[config.mk]
export PLATFORM = sky130hd
export DESIGN_NAME = plane_dirty_rearm
export DESIGN_NICKNAME = d
export VERILOG_FILES = /design/src/rtl/plane_trk_pkg.sv /design/src/rtl/plane_evt_filter.sv /design/src/rtl/plane_busy_set.sv /design/src/rtl/rearm_sequencer.sv /design/src/rtl/plane_dirty_rearm.sv
export SDC_FILE = /design/constraint.sdc
export NUM_CORES = 1
export LEC_CHECK = 0
export ABC_AREA = 1
export BUFFER_PORTS_ARGS = -buffer_cell sky130_fd_sc_hd__buf_2
export CAP_MARGIN = 20
export CORE_UTILIZATION = 48
export DETAILED_ROUTE_END_ITERATION = 10
export GPL_TIMING_DRIVEN = 0
export PLACE_DENSITY = 0.84
export SLEW_MARGIN = 20
export SYNTH_ARGS = -nofsm -noshare
export SYNTH_HDL_FRONTEND = slang
export SYNTH_HIERARCHICAL = 1
export SYNTH_SLANG_ARGS = --single-unit
[constraint.sdc]
create_clock -name clk -period 1.6 [get_ports clk]
set_input_delay 0.08 -clock clk [delete_from_list [all_inputs] [get_ports clk]]
set_output_delay 0.08 -clock clk [all_outputs]
set_load 0.01 [all_outputs]
[src/rtl/plane_trk_pkg.sv]
package plane_trk_pkg;

  typedef enum logic [1:0] {
    RA_IDLE  = 2'd0,
    RA_DELAY = 2'd1,
    RA_WAIT  = 2'd2
  } rearm_st_e;

endpackage

[src/rtl/plane_evt_filter.sv]
module plane_evt_filter #(
  parameter int NUM_PLANES = 8
) (
  input  logic                  track_en,
  input  logic                  hw_mode,
  input  logic [NUM_PLANES-1:0] pipe_mask,
  input  logic                  inv_valid,
  input  logic [NUM_PLANES-1:0] inv_mask,
  input  logic                  flush_valid,
  input  logic [NUM_PLANES-1:0] flush_mask,
  input  logic                  flush_is_flip,
  output logic [NUM_PLANES-1:0] inv_bits,
  output logic [NUM_PLANES-1:0] fl_bits,
  output logic                  inv_hit,
  output logic                  flush_seen,
  output logic                  force_exit
);

  logic fl_hit;
  logic fl_exit;

  always_comb begin
    inv_bits   = (track_en && inv_valid)   ? (inv_mask & pipe_mask)   : '0;
    fl_bits    = (track_en && flush_valid) ? (flush_mask & pipe_mask) : '0;
    inv_hit    = |inv_bits;
    fl_hit     = |fl_bits;
    flush_seen = track_en && flush_valid;
    // hardware mode trusts flips to refresh the panel on their own
    fl_exit    = fl_hit && (!hw_mode || !flush_is_flip);
    force_exit = inv_hit || fl_exit;
  end

  always_comb begin
    AST_MASK_INSIDE_PIPE: assert (((inv_bits | fl_bits) & ~pipe_mask) == '0);
  end

endmodule

[src/rtl/plane_busy_set.sv]
module plane_busy_set #(
  parameter int NUM_PLANES = 8
) (
  input  logic                  clk,
  input  logic                  rst_n,
  input  logic                  track_en,
  input  logic [NUM_PLANES-1:0] inv_bits,
  input  logic [NUM_PLANES-1:0] fl_bits,
  input  logic                  force_exit,
  output logic [NUM_PLANES-1:0] busy_q,
  output logic [NUM_PLANES-1:0] busy_nx,
  output logic                  exit_req
);

  logic                  en_q;
  logic [NUM_PLANES-1:0] base;
  logic                  busy_ld;

  always_comb begin
    // a fresh enable starts from a clean set
    base    = en_q ? busy_q : '0;
    busy_ld = track_en;
    busy_nx = busy_ld ? ((base & ~fl_bits) | inv_bits) : busy_q;
  end

  always_ff @(posedge clk or negedge rst_n) begin
    if (!rst_n) begin
      en_q     <= 1'b0;
      exit_req <= 1'b0;
    end else begin
      en_q     <= track_en;
      exit_req <= force_exit;
    end
  end

  always_ff @(posedge clk or negedge rst_n) begin
    if (!rst_n) begin
      busy_q <= '0;
    end else if (busy_ld) begin
      busy_q <= busy_nx;
    end
  end

  AST_INV_MARKS_BUSY: assert property (@(posedge clk) disable iff (!rst_n)
    (inv_bits != '0) |=> (exit_req && ((busy_q & $past(inv_bits)) == $past(inv_bits))));

  AST_FLUSH_CLEARS: assert property (@(posedge clk) disable iff (!rst_n)
    (track_en && inv_bits == '0) |=> ((busy_q & $past(fl_bits)) == '0));

  AST_HOLD_WHEN_OFF: assert property (@(posedge clk) disable iff (!rst_n)
    !track_en |=> $stable(busy_q));

  AST_ENABLE_CLEARS: assert property (@(posedge clk) disable iff (!rst_n)
    (track_en && !en_q && inv_bits == '0) |=> (busy_q == '0));

endmodule

[src/rtl/rearm_sequencer.sv]
module rearm_sequencer
  import plane_trk_pkg::*;
#(
  parameter int NUM_PLANES       = 8,
  parameter int HW_DELAY_CYC     = 100,
  parameter int SW_DELAY_CYC     = 500,
  parameter int IDLE_TIMEOUT_CYC = 20
) (
  input  logic                  clk,
  input  logic                  rst_n,
  input  logic                  track_en,
  input  logic                  hw_mode,
  input  logic                  flush_seen,
  input  logic                  inv_hit,
  input  logic                  force_exit,
  input  logic [NUM_PLANES-1:0] busy_nx,
  input  logic [NUM_PLANES-1:0] busy_q,
  input  logic                  sr_active,
  input  logic                  ctrl_idle,
  output logic                  rearm_req,
  output logic                  rearm_err
);

  localparam int MAX_DLY = (HW_DELAY_CYC > SW_DELAY_CYC) ? HW_DELAY_CYC : SW_DELAY_CYC;
  localparam int MAX_CNT = (MAX_DLY > IDLE_TIMEOUT_CYC) ? MAX_DLY : IDLE_TIMEOUT_CYC;
  localparam int CW      = $clog2(MAX_CNT + 1);
  localparam logic [CW-1:0] HW_LD = CW'(HW_DELAY_CYC - 1);
  localparam logic [CW-1:0] SW_LD = CW'(SW_DELAY_CYC - 1);
  localparam logic [CW-1:0] TO_LD = CW'(IDLE_TIMEOUT_CYC - 1);

  rearm_st_e     st_q, st_nx;
  logic [CW-1:0] cnt_q, cnt_nx;
  logic          cnt_ld;
  logic          rearm_nx, err_nx;
  logic          start_ok;
  logic          cancel;

  always_comb begin
    start_ok = flush_seen && (busy_nx == '0) && (!sr_active || force_exit);
    cancel   = !track_en || inv_hit;
    st_nx    = st_q;
    cnt_nx   = cnt_q;
    cnt_ld   = 1'b0;
    rearm_nx = 1'b0;
    err_nx   = 1'b0;
    unique case (st_q)
      RA_IDLE: begin
        if (start_ok) begin
          st_nx  = RA_DELAY;
          cnt_nx = hw_mode ? HW_LD : SW_LD;
          cnt_ld = 1'b1;
        end
      end
      RA_DELAY: begin
        if (cancel) begin
          st_nx = RA_IDLE;
        end else if (cnt_q == '0) begin
          st_nx  = RA_WAIT;
          cnt_nx = TO_LD;
          cnt_ld = 1'b1;
        end else begin
          cnt_nx = cnt_q - 1'b1;
          cnt_ld = 1'b1;
        end
      end
      RA_WAIT: begin
        if (cancel || (busy_q != '0)) begin
          st_nx = RA_IDLE;
        end else if (ctrl_idle) begin
          st_nx    = RA_IDLE;
          rearm_nx = 1'b1;
        end else if (cnt_q == '0) begin
          st_nx  = RA_IDLE;
          err_nx = 1'b1;
        end else begin
          cnt_nx = cnt_q - 1'b1;
          cnt_ld = 1'b1;
        end
      end
      default: st_nx = RA_IDLE;
    endcase
  end

  always_ff @(posedge clk or negedge rst_n) begin
    if (!rst_n) begin
      st_q      <= RA_IDLE;
      rearm_req <= 1'b0;
      rearm_err <= 1'b0;
    end else begin
      st_q      <= st_nx;
      rearm_req <= rearm_nx;
      rearm_err <= err_nx;
    end
  end

  always_ff @(posedge clk or negedge rst_n) begin
    if (!rst_n) begin
      cnt_q <= '0;
    end else if (cnt_ld) begin
      cnt_q <= cnt_nx;
    end
  end

  AST_REARM_NEEDS_IDLE: assert property (@(posedge clk) disable iff (!rst_n)
    rearm_req |-> $past(ctrl_idle));

  AST_INV_CANCELS: assert property (@(posedge clk) disable iff (!rst_n)
    inv_hit |=> !rearm_req);

  AST_ONE_OUTCOME: assert property (@(posedge clk) disable iff (!rst_n)
    $onehot0({rearm_req, rearm_err}));

  AST_OFF_IS_SILENT: assert property (@(posedge clk) disable iff (!rst_n)
    !track_en |=> (!rearm_req && !rearm_err));

endmodule

[src/rtl/plane_dirty_rearm.sv]
module plane_dirty_rearm #(
  parameter int NUM_PLANES       = 8,
  parameter int HW_DELAY_CYC     = 100,
  parameter int SW_DELAY_CYC     = 500,
  parameter int IDLE_TIMEOUT_CYC = 20
) (
  input  logic                  clk,
  input  logic                  rst_n,
  input  logic                  track_en,
  input  logic                  hw_mode,
  input  logic [NUM_PLANES-1:0] pipe_mask,
  input  logic                  inv_valid,
  input  logic [NUM_PLANES-1:0] inv_mask,
  input  logic                  flush_valid,
  input  logic [NUM_PLANES-1:0] flush_mask,
  input  logic                  flush_is_flip,
  input  logic                  sr_active,
  input  logic                  ctrl_idle,
  output logic [NUM_PLANES-1:0] busy,
  output logic                  exit_req,
  output logic                  rearm_req,
  output logic                  rearm_err
);

  logic [NUM_PLANES-1:0] inv_bits;
  logic [NUM_PLANES-1:0] fl_bits;
  logic [NUM_PLANES-1:0] busy_nx;
  logic                  inv_hit;
  logic                  flush_seen;
  logic                  force_exit;

  plane_evt_filter #(.NUM_PLANES(NUM_PLANES)) i_filter (
    .track_en      (track_en),
    .hw_mode       (hw_mode),
    .pipe_mask     (pipe_mask),
    .inv_valid     (inv_valid),
    .inv_mask      (inv_mask),
    .flush_valid   (flush_valid),
    .flush_mask    (flush_mask),
    .flush_is_flip (flush_is_flip),
    .inv_bits      (inv_bits),
    .fl_bits       (fl_bits),
    .inv_hit       (inv_hit),
    .flush_seen    (flush_seen),
    .force_exit    (force_exit)
  );

  plane_busy_set #(.NUM_PLANES(NUM_PLANES)) i_busy (
    .clk        (clk),
    .rst_n      (rst_n),
    .track_en   (track_en),
    .inv_bits   (inv_bits),
    .fl_bits    (fl_bits),
    .force_exit (force_exit),
    .busy_q     (busy),
    .busy_nx    (busy_nx),
    .exit_req   (exit_req)
  );

  rearm_sequencer #(
    .NUM_PLANES       (NUM_PLANES),
    .HW_DELAY_CYC     (HW_DELAY_CYC),
    .SW_DELAY_CYC     (SW_DELAY_CYC),
    .IDLE_TIMEOUT_CYC (IDLE_TIMEOUT_CYC)
  ) i_seq (
    .clk        (clk),
    .rst_n      (rst_n),
    .track_en   (track_en),
    .hw_mode    (hw_mode),
    .flush_seen (flush_seen),
    .inv_hit    (inv_hit),
    .force_exit (force_exit),
    .busy_nx    (busy_nx),
    .busy_q     (busy),
    .sr_active  (sr_active),
    .ctrl_idle  (ctrl_idle),
    .rearm_req  (rearm_req),
    .rearm_err  (rearm_err)
  );

endmodule

==> results of run 1 <==
==> logic make-up after synthesis <==
family / after synthesis
and+or+nand+nor: 193
buffers and inverters: 42
DFF: 23
AOI/OAI and AO/OA: 17
adders and majority gates: 7
xor gates and xnor gates: 4
==> layout by cell type (no fill, tap or decap), drive strengths merged <==
| cell | Yosys | routed |
|---|---|---|
| a21oi | 10 | 10 |
| and2 | 1 | 1 |
| buf | 4 | 53 |
| clkbuf | 1 | 3 |
| clkinv | 0 | 1 |
| dfrtp | 23 | 23 |
| dlygate4sd3 | 0 | 3 |
| ha | 7 | 7 |
| inv | 37 | 37 |
| nand2 | 113 | 114 |
| nand3 | 13 | 13 |
| nand3b | 1 | 1 |
| nand4 | 1 | 1 |
| nor2 | 59 | 59 |
| nor3 | 5 | 5 |
| o21ai | 7 | 7 |
| xor2 | 4 | 4 |
==> layer usage <==
metal	track usage	up-vias	wire (um)
met5	0	-	0
met4	0.0682	0	93
met3	0.0362	11	173
met2	0.370	49	2020
met1	0.286	828	1960
li1	-	974	-
==> sequential cells by signal, summed over array words and instances, names as in the netlist <==
register         flops
i_seq/rearm_req      1
i_seq/st_q           2
i_seq/rearm_err      1
i_busy/en_q          1
i_busy/busy_q        8
i_seq/cnt_q          9
i_busy/exit_req      1
==> path summary, 6_finish.rpt <==
path	start	to	slack, ps	cells after the start
max in group asynchronous	rst_n	i_seq/st_q[0]	940	2
setup reg to reg	i_busy/en_q	i_seq/cnt_q[6]	-180	13
setup / recovery	i_busy/en_q	i_seq/cnt_q[6]	-180	13
hold / removal	flush_is_flip	i_busy/exit_req	130	4
hold reg to reg	i_seq/cnt_q[1]	i_seq/cnt_q[1]	520	2
min in group asynchronous	rst_n	i_busy/busy_q[1]	310	2
==> final cells by class <==
type,instances,area [um^2]
Multi-Input combinational cell,222,1110
Buffer,4,53.8
Sequential cell,23,577
Inverter,37,139
Tap cell,46,57.6
Clock buffer,3,41.3
Fill cell,343,1160
Clock inverter,1,5.00
Timing Repair Buffer,52,323
==> report_power, final <==
| group | internal [mW] | total, mW | leakage (nW) | switching (mW) |
|---|---|---|---|---|
| sequential | 0.753 | 0.919 | 0.284 | 0.166 |
| combinational | 0.957 | 2.31 | 1.01 | 1.35 |
| clock | 0.174 | 0.365 | 0.0255 | 0.190 |
==> worst max-delay path: stages (launching register included) <==
cell and delay, ps:
dfrtp_1 380, buf_6 140, nand2_4 70, nand2_4 50
nand2_4 60, nand2_2 50, nor2_2 110, nand2_1 70
nor2_1 100, nand2_1 100, a21oi_4 240, buf_6 160
a21oi_1 60, nor2_1 130
==> what timing repair did <==
item / CTS / global route
hold buffers: 3 / 0
resized for setup: 3 / 17
gates cloned: 0 / 1
setup buffers: 4 / 2
setup endpoints to repair: 11 / 11
endpoints found under the hold margin: 25 / 0
pin swaps: 13 / 18
==> key figures, run 1 <==
Floorplanning
  – Row Count: 21
  – Die Footprint: 4020 um^2
  – Die height: 63.4 um
  – Placeable Area: 3470 um^2
  – Die width: 63.4 um
  – Initial Util: 0.521
  – Boundary Pins: 44

Synth
  – Mapped Cells: 286
  – Synth Area in Compound Gates: 0.0595
  – Xor/xnor share of the synthesized area: 0.0194
  – Ys Warns: 6
  – Top-count cell post-synth: nand2_1
  – Cell taking the most area after synthesis: dfrtp_1
  – Simple-gate area share of the yosys netlist: 0.449
  – Register area share after synthesis: 0.318
  – Mux contribution to synthesized area: 0
  – Synth Net Count: 326
  – Synth cell count leaders: nand2_1 (104), nor2_1 (56), inv_1 (33)
  – Top cells by area, synth: dfrtp_1 (32%), nand2_1 (22%), nor2_1 (12%), inv_1 (6.9%), ha_1 (4.8%)
  – Post-Syn Area: 1810 um^2
  – Main combinational cell family by area after synthesis: simple AND/OR/NAND/NOR gates
  – EDFF count, synth: 0
  – Post-Synth Adder-Cell Area: 0.0484
  – Register bit total from synthesis: 23
  – Post-synth top flop: dfrtp_1
  – Yosys top cell area share: 0.318
  – Ys async rst share: 1.00
  – Avg Synthesized Cell Area: 6.32 um^2
  – Post-synth cell types: 24

STA
  – Slew margin rel.: 0.672
  – Worst-margin pin slew: 492 ps
  – Fin Hold WS: 129 ps
  – Max Freq: 561 MHz
  – Setup TNS: -1370 ps
  – Setup WS post-layout: -182 ps
  – Final hold vios: 0
  – Slew Limit Fails: 0
  – Final setup viols: 9
  – RSZ-0062 raised after global routing: yes
  – Final clock skew: 1.54 ps
  – Final worst-path cycle share: 1.11
  – Min cycle time layout: 1780 ps

Pwr
  – Power per Cell Area: 1560 nW/um^2
  – Leakage Power: 1.32 nW
  – Total Power: 3.59 mW
  – Max VDD drop: 923 uV

CTS
  – Root cell of the clock tree: clkbuf_8
  – H-Tree Depth: 1
  – Num CTS Buffers: 3
  – CTS tree: yes
  – Clk buf depth: 2
  – TritonCTS Sinks: 23
  – Clock Latency Late Sink: 270 ps
  – Clock Pin Slew Worst Setup and Hold Paths: 80 ps

Global route
  – Vias in the first global route: 1756
  – Total gr overflow: 0
  – Initial antenna violation count: 0
  – Global-route wire length before repair: 7170 um
  – Total Routing Usage GR: 0.220
  – Largest net degree at the start of global routing: 24

Hold path
  – Min-Delay Path Class: input port to flop

Layout
  – Antenna Cells: 0
  – Layout Nets: 383
  – Final Cell Area: 2300 um^2
  – Synth-to-layout area growth: 27.4%
  – Final core occ: 0.664
  – Layout cells sized above 1: 0.266
  – Layout Cells excl Fill: 388

Critical path
  – CP max FO: 8
  – WS Path Type: flop to flop
  – CP required: 1790 ps
  – Worst setup SP type: flop
  – Setup crit end kind: flop
  – WP data arrival: 1970 ps

Drt
  – Initial drt markers: 97
  – TritonRoute pass-1 iters: 4
  – Via density: 4.80
  – Routed Wire Length: 4240 um
  – Via count: 1862
  – Antenna-violating nets left: 0
  – Wire per inst: 10.9 um
  – Drt drc: 0

Place
  – Port bufs: 43
  – DP HPWL: 3130 um
  – DP Cell Count: 375
  – Dpl cell area: 2090 um^2
  – Post-place setup slack: -416 ps
  – Final Wtd Congestion: 0.838

Status
  – Failing checks: negative setup slack
  – Status: finished, violations left

Job
  – Max-cap viol count: 0
(Power assumes the default switching activity.)
==> run 2: changes to the inputs <==
--- a/config.mk
+++ b/config.mk
@@ -8,10 +8,12 @@
 export ABC_AREA = 1
 export BUFFER_PORTS_ARGS = -buffer_cell sky130_fd_sc_hd__buf_2
 export CAP_MARGIN = 20
-export CORE_UTILIZATION = 48
+export CELL_PAD_IN_SITES_DETAIL_PLACEMENT = 1
+export CELL_PAD_IN_SITES_GLOBAL_PLACEMENT = 2
+export CORE_UTILIZATION = 25
 export DETAILED_ROUTE_END_ITERATION = 10
 export GPL_TIMING_DRIVEN = 0
-export PLACE_DENSITY = 0.84
+export PLACE_DENSITY = 0.83
 export SLEW_MARGIN = 20
 export SYNTH_ARGS = -nofsm -noshare
 export SYNTH_HDL_FRONTEND = slang
==> run 2 against run 1 <==
The run still ends with negative setup slack left. Worst setup slack lost 77 ps. Non-clock buffer count rose by 2. Final cell count is 14% higher. Core utilization decreased by 32 points.
==> key figures, run 2 (synthesis gave the netlist of run 1 again) <==
STA
  – Final worst-path cycle share: 1.16 (+0.0484)
  – Final hold vios: 0 (unchanged)
  – Slew margin rel.: 0.636 (-0.0363)
  – Worst-margin pin slew: 546 ps (+54.4 ps)
  – RSZ-0062 raised after global routing: yes
  – Setup TNS: -2390 ps (-1020 ps)
  – Max Freq: 538 MHz (-4.2%)
  – Setup WS post-layout: -260 ps (-77.4 ps)
  – Fin Hold WS: 153 ps (+24.1 ps)
  – Final clock skew: 2.23 ps (+0.693 ps)
  – Min cycle time layout: 1860 ps (+77.4 ps)
  – Slew Limit Fails: 0 (unchanged)
  – Final setup viols: 11 (+2)

Pwr
  – Max VDD drop: 505 uV (-45%)
  – Power per Cell Area: 1520 nW/um^2 (-2.2%)
  – Leakage Power: 1.33 nW (+0.38%)

Drt
  – Wire per inst: 12.1 um (+11%)
  – Initial drt markers: 79 (-19%)
  – Antenna-violating nets left: 0 (unchanged)
  – Via density: 4.40 (-8.3%)
  – Drt drc: 0 (unchanged)
  – Via count: 1941 (+4.2%)
  – TritonRoute pass-1 iters: 4 (unchanged)
  – Routed Wire Length: 5320 um (+26%)

Global route
  – Grt peak-use layer: met2
  – Global routing usage on met2: 0.265 (-0.105)
  – Total gr overflow: 0 (unchanged)
  – Largest net degree at the start of global routing: 24 (unchanged)
  – Initial antenna violation count: 0 (unchanged)
  – Global-route wire length before repair: 8930 um (+25%)
  – Total Routing Usage GR: 0.151 (-0.0688)
  – Met1 global-route usage: 0.196 (-0.0895)
  – Met3 Track Usage GR: 0.0237 (-0.0125)
  – Vias in the first global route: 1934 (+10%)

Place
  – Final Wtd Congestion: 0.751 (-10%)
  – DP HPWL: 4060 um (+30%)
  – Port bufs: 43 (unchanged)
  – DP Cell Count: 425 (+13%)
  – Post-place setup slack: -523 ps (-107 ps)

Layout
  – Synth-to-layout area growth: 31.9%
  – Fillers: 926 (+170%)
  – Largest register FFs: 9 (unchanged)
  – Final core occ: 0.345 (-0.319)
  – Most frequent cells in the layout: nand2_1 (100), nor2_1 (52), buf_2 (43), inv_1 (33), dfrtp_1 (23)
  – Biggest register: i_seq/cnt_q
  – Layout Nets: 386 (+0.78%)
  – Top Registers: i_seq/cnt_q x9, i_busy/busy_q x8, i_seq/st_q x2
  – Antenna Cells: 0 (unchanged)
  – Layout cells sized above 1: 0.270 (+0.00348)
  – Most common cell after layout, fill and taps aside: nand2_1
  – Layout Cells excl Fill: 441 (+14%)

Hold path
  – Min-Delay Path Class: input port to flop

CTS
  – Clk buf depth: 2 (unchanged)
  – Root cell of the clock tree: clkbuf_8
  – Clock Latency Late Sink: 270 ps (about the same)
  – CTS tree: yes
  – H-Tree Depth: 1 (unchanged)
  – Clock Pin Slew Worst Setup and Hold Paths: 80 ps (about the same)
  – TritonCTS Sinks: 23 (unchanged)
  – Num CTS Buffers: 3 (unchanged)

Critical path
  – CP required: 1770 ps (-20 ps)
  – CP max FO: 8 (unchanged)
  – R2R depth: 14 (+1)
  – Max incr delay on CP: 380 ps (about the same)
  – Cell family with most CP delay: simple AND/OR/NAND/NOR gates
  – CP Capture Point: i_seq/cnt_q[4]
  – Crit path from: i_busy/en_q
  – Crit Reg-Reg Startpoint: i_busy/en_q
  – RR Endpoint: i_seq/cnt_q[4]
  – Reg2reg setup slack: -260 ps (-80 ps)
  – WS Path Type: flop to flop
  – Cell Chain, Critical Path: buf_6 > nand2_2 > nand2_1 > nand2_1 > nand2_1 > nor2_2 > o21ai_2 > nor2_1 > nand2_1 > a21oi_4 > buf_6 > nand3_2 > nand2_1 > inv_1
  – WP data arrival: 2030 ps (+60 ps)
  – Critical path depth in cells: 14 (+1)
  – Setup crit end kind: flop
  – Buf/Inv on CP: 3 (+1)
  – Cell mode on critical path: nand2_1
  – CP max stage cell: dfrtp_1
  – Worst setup SP type: flop

Floorplanning
  – Die Footprint: 7580 um^2 (+89%)
  – Die width: 87.0 um (+37%)
  – Initial Util: 0.262 (-0.260)
  – Die height: 87.0 um (+37%)
  – Boundary Pins: 44 (unchanged)
  – Placeable Area: 6910 um^2 (+99%)
  – Row Count: 30 (+43%)

Status
  – Failing checks: negative setup slack
  – Status: finished, violations left

Job
  – Max-cap viol count: 0 (unchanged)
==> run 2: stage by stage <==
stage	area, um^2	power [mW]
2_1_floorplan	1820	2.26
3_3_place_gp	2160	2.71
3_5_place_dp	2160	2.76
4_1_cts	2290	3.35
5_1_grt	2380	4.00
6_report	2380	3.64
==> run 2: where the power goes <==
group	switching, mW	total [mW]	internal, mW
clock network	0.197	0.375	0.178
logic	1.42	2.35	0.936
registers	0.159	0.909	0.751
==> run 2: routing by layer <==
metal | share of wire | up-vias
li1 | - | 986
met1 | 0.49 | 936
met2 | 0.49 | 17
met3 | 0.018 | 2
met4 | 0.0051 | 0
met5 | 0 | -
==> run 2: repair_timing <==
item,CTS,global route
pin swaps,4,19
setup buffers,6,2
gates cloned,0,2
gates resized for setup,2,16
setup endpoints to repair,11,12
hold buffers,3,0
endpoints found under the hold margin,25,0
==> run 2: worst min-delay path by stage <==
stage / startpoint / endpoint / slack (ps) / cells after the start
global placement: rst_n / i_seq/cnt_q[3] / 100 / 1
global route: inv_mask[6] / i_busy/busy_q[6] / 180 / 5
finish: flush_is_flip / i_busy/exit_req / 150 / 4
floorplan: rst_n / i_busy/busy_q[0] / -220 / 0
detailed placement: rst_n / i_seq/cnt_q[3] / 110 / 1
CTS: flush_is_flip / i_busy/exit_req / 140 / 4
==> run 2: area by class of cell <==
type,instances,area (um^2),share of cell area
plain buffers,4,53.8,0.0226
repair buffers,54,322,0.135
flip-flops and latches,23,576,0.241
well taps,96,120,0.0504
clock buffers,4,45.0,0.0189
multi-input cells,223,1130,0.474
inverters,37,139,0.0582
==> run 2: worst min-delay path, cell delays in order <==
cell and delay (ps):
buf_2 90, nand2_1 50, nand2_1 60, nand2_1 90
